===== config.mk =====
export PLATFORM = sky130hd
export DESIGN_NAME = dma2_arb
export DESIGN_NICKNAME = d
export VERILOG_FILES = /design/src/rtl/dma2_arb_pkg.sv /design/src/rtl/dma2_arb_pick.sv /design/src/rtl/dma2_arb_lock.sv /design/src/rtl/dma2_arb.sv
export SDC_FILE = /design/constraint.sdc
export NUM_CORES = 1
export LEC_CHECK = 0
export BUFFER_PORTS_ARGS = -buffer_cell sky130_fd_sc_hd__clkbuf_2
export CORE_AREA = 5 5 42 44
export CTS_CLUSTER_SIZE = 8
export DETAILED_ROUTE_END_ITERATION = 8
export DIE_AREA = 0 0 47 49
export PLACE_DENSITY = 0.45
export SYNTH_ARGS = -nofsm -noshare
export SYNTH_HDL_FRONTEND = slang
export SYNTH_SLANG_ARGS = --single-unit

===== constraint.sdc =====
create_clock -name clk_i -period 2.55 [get_ports clk_i]
set_clock_uncertainty 0.05 [all_clocks]
set_input_delay 0 -clock clk_i [delete_from_list [all_inputs] [get_ports clk_i]]
set_output_delay 0 -clock clk_i [all_outputs]
set_load 0.1 [all_outputs]

===== src/rtl/dma2_arb_pkg.sv =====
package dma2_arb_pkg;
  localparam int NCH = 2;
  typedef logic [NCH-1:0] gnt_t;
  typedef enum logic {CH0 = 1'b0, CH1 = 1'b1} ch_e;
endpackage


===== src/rtl/dma2_arb_pick.sv =====
module dma2_arb_pick
  import dma2_arb_pkg::*;
#(
  parameter int PRIO_W = 2
) (
  input  gnt_t              req_i,
  input  logic [PRIO_W-1:0] prio0_i,
  input  logic [PRIO_W-1:0] prio1_i,
  input  ch_e               last_i,
  output ch_e               win_o,
  output logic              any_o
);
  always_comb begin
    any_o = |req_i;
    unique case (req_i)
      2'b01:   win_o = CH0;
      2'b10:   win_o = CH1;
      2'b11: begin
        if (prio0_i < prio1_i)      win_o = CH0;
        else if (prio1_i < prio0_i) win_o = CH1;
        else                        win_o = (last_i == CH1) ? CH0 : CH1;  // tie: rotate
      end
      default: win_o = CH0;
    endcase
  end
endmodule


===== src/rtl/dma2_arb_lock.sv =====
module dma2_arb_lock
  import dma2_arb_pkg::*;
(
  input  logic clk_i,
  input  logic rst_ni,
  input  logic start_i,
  input  ch_e  win_i,
  input  logic done_i,
  output gnt_t gnt_o,
  output ch_e  last_o
);
  gnt_t gnt_q;
  ch_e  last_q;
  gnt_t win_oh;

  for (genvar c = 0; c < NCH; c++) begin : g_oh
    assign win_oh[c] = (int'(win_i) == c);
  end

  always_ff @(posedge clk_i or negedge rst_ni) begin
    if (!rst_ni) begin
      gnt_q  <= '0;
      last_q <= CH1;
    end else if (gnt_q != '0) begin
      if (done_i) gnt_q <= '0;   // lock released only at operand end
    end else if (start_i) begin
      gnt_q  <= win_oh;
      last_q <= win_i;
    end
  end

  assign gnt_o  = gnt_q;
  assign last_o = last_q;
endmodule


===== src/rtl/dma2_arb.sv =====
module dma2_arb
  import dma2_arb_pkg::*;
#(
  parameter int PRIO_W = 2
) (
  input  logic              clk_i,
  input  logic              rst_ni,
  input  logic [1:0]        req_i,
  input  logic [PRIO_W-1:0] prio0_i,
  input  logic [PRIO_W-1:0] prio1_i,
  input  logic              busy_i,
  input  logic              done_i,
  output logic [1:0]        gnt_o
);
  ch_e  win, last;
  logic any;
  gnt_t gnt;

  dma2_arb_pick #(.PRIO_W(PRIO_W)) u_pick (
    .req_i   (req_i),
    .prio0_i (prio0_i),
    .prio1_i (prio1_i),
    .last_i  (last),
    .win_o   (win),
    .any_o   (any)
  );

  dma2_arb_lock u_lock (
    .clk_i   (clk_i),
    .rst_ni  (rst_ni),
    .start_i (any && !busy_i),
    .win_i   (win),
    .done_i  (done_i),
    .gnt_o   (gnt),
    .last_o  (last)
  );

  assign gnt_o = gnt;
endmodule


==> metrics.cfg <==
[outcome]
status = finished clean

[setup_path]
start_kind = flop
critical_path_required_ps = 2640
reg2regPathDepth = 3
timing.rr.start = u_lock.gnt_o[1]
arrival_ps = 1310
regToRegEndpoint = u_lock.last_o
critical_path_class = reg -> reg
crit_end = u_lock.last_o
cp-end-kind = flop
worstPathMaxFanout = 4
r2r_slack_ps = 1330
crit_start = u_lock.gnt_o[1]

[sta]
slew_headroom = 0.639
layout_setup_ws_ps = 1330
rsz0062_at_grt = no
worst_pin_slew_ps = 544
hold_viol = 0
fin_setup_tns_ps = 0
max_freq_mhz = 820
period_share = 0.478
fin_crit_ps = 1220
hold_ws_ps = 18.5
setup_violations = 0
drv_slew = 0

[pwr]
p_int_uw = 146
power_frac_seq = 0.308
power.total_uw = 237
p_leak_nw = 0.177
p_switching_uw = 91.7
clockPowerShare = 0.352
max-vdd-ir-drop_mv = 0.473
combPwrFrac = 0.340
p_sw_frac = 0.386
power_density_mw_per_mm2 = 730

[die]
die_h_um = 49
start_util = 0.146
die_area_mm2 = 0.00230
pin_count = 12
std_cell_rows = 14
die_w_um = 47
fp.coreArea_mm2 = 0.00140

[logic_synthesis]
netlist.area_leader.share = 0.245
synth_seq_cells = 3
yosysTopAreaCell = dfrtp_1
yosysWarnings = 0
synth_area_um2 = 204
syn_area_per_cell_um2 = 9.71
synth_cells = 21
ys_types = 14
ys_top_cells_by_area = dfrtp_1 25%, dfstp_2 13%, ha_1 12%, inv_1 9.2%, or4b_4 6.7%
ys_seq_area_frac = 0.374
syn_nets = 33

[final_layout]
area_growth_pct = 59.5
fillers = 163
n_antenna_cell = 0
fin_nets = 51
layout_common_cells = 11 x clkbuf_2, 5 x inv_1, 3 x clkbuf_4
drive_gt1_frac = 0.447
layout_commonest_cell = clkbuf_2

[routing]
firstDrtPassIters = 2
via_count = 207
viasPerCell = 3.83
drc = 0
drt_wl_total_um = 547
antenna_left = 0
drt_iter0_drc = 1
wl_per_cell_um = 10.1

[global_route]
grt_overflow = 0
grt_max_degree = 5
grt_pass1_wl_um = 890
grt_pass1_vias = 235
antenna_found_initial = 0
grt_usage = 0.0550

[hold_path]
hp-class = in -> reg

[place]
gp_congestion = 0.704
preCtsSetupSlack_ps = 1330
hpwl_um = 440
portBuffers = 11

[run]
cap_violations = 0

[clock_tree]
htree_levels = 1
clkLatencyLatePin_ps = 230
cts_buffers = 3
path_clk_slew_ps = 30
ctsResizeCount = 0
clock_sink_count = 3
cts_buffer_depth = 2
root_buffer = clkbuf_4
cts_tree = built

[what timing repair did]
item	CTS	global route
endpoints found under the setup margin	0	0
buffers inserted	0	0
hold buffers	2	0
endpoints found under the hold margin	5	0
[worst min-delay path by stage]
stage | startpoint | endpoint | slack, ps | cells past startpoint
2_1_floorplan | rst_ni | u_lock.gnt_o[0] | -350 | 0
3_3_place_gp | rst_ni | u_lock.gnt_o[1] | -250 | 1
3_5_place_dp | rst_ni | u_lock.gnt_o[0] | -250 | 1
4_1_cts | busy_i | u_lock.last_o | 20 | 4
5_1_grt | rst_ni | u_lock.gnt_o[0] | 30 | 2
6_report | busy_i | u_lock.last_o | 20 | 4
[kinds of logic (layout without fill, tap and decap cells)]
group / count (synthesis) / count (layout) / synth area share
and+or+nand+nor: 7 / 7 / 0.233
buffers and inverters: 5 / 22 / 0.0920
DFF: 3 / 3 / 0.374
AOI/OAI and AO/OA: 4 / 4 / 0.178
adders and majority gates: 2 / 2 / 0.123
[synth_stat cells]
master	count
inv_1	5
dfrtp_1	2
ha_1	2
nand2_1	2
dfstp_2	1
nand3_1	1
nand4_1	1
nor2b_1	1
nor4b_1	1
o211a_1	1
o21ai_0	1
o22ai_2	1
o311ai_1	1
or4b_4	1
[stage by stage]
stage / utilization / instance area (um2) / instances
5_1_grt: 0.232 / 325 / 54
4_1_cts: 0.232 / 325 / 54
6_report: 0.232 / 325 / 54
3_5_place_dp: 0.199 / 279 / 48
2_1_floorplan: - / 204 / 21
3_3_place_gp: 0.199 / 279 / 48
[state kept, by name, summed over array words and instances (netlist names)]
name           count
u_lock.gnt_o       2
u_lock.last_o      1
[critical path, cell delays in order (launching register included)]
cell	delay, ps
dfrtp_1	400
or4b_4	550
nand2_1	80
nand2_1	50
[routing by layer]
metal	part of all wire	vias to the layer above	track usage
met1	0.52	84	0.0751
met2	0.33	14	0.0656
li1	-	109	-
met4	0	0	0.0276
met3	0.15	0	0.0332
met5	0	-	0
[power by group through the flow]
stage,Combinational [mW],Clock (mW),Sequential (mW)
6_report,0.0807,0.0837,0.0731
2_1_floorplan,0.0246,0,0.106
5_1_grt,0.0867,0.0964,0.0741
4_1_cts,0.0813,0.0871,0.0727
3_5_place_dp,0.0785,0,0.0732
3_3_place_gp,0.0786,0,0.0731
[final cells by class]
class	count	area (um2)	area share
clock buffers	4	26.3	0.0808
inverters	5	18.8	0.0577
multi-input cells	13	109	0.335
flip-flops and latches	3	76.3	0.235
well taps	16	20.0	0.0615
repair buffers	13	75.1	0.231
Note: power is estimated with default switching activity, not from simulation.
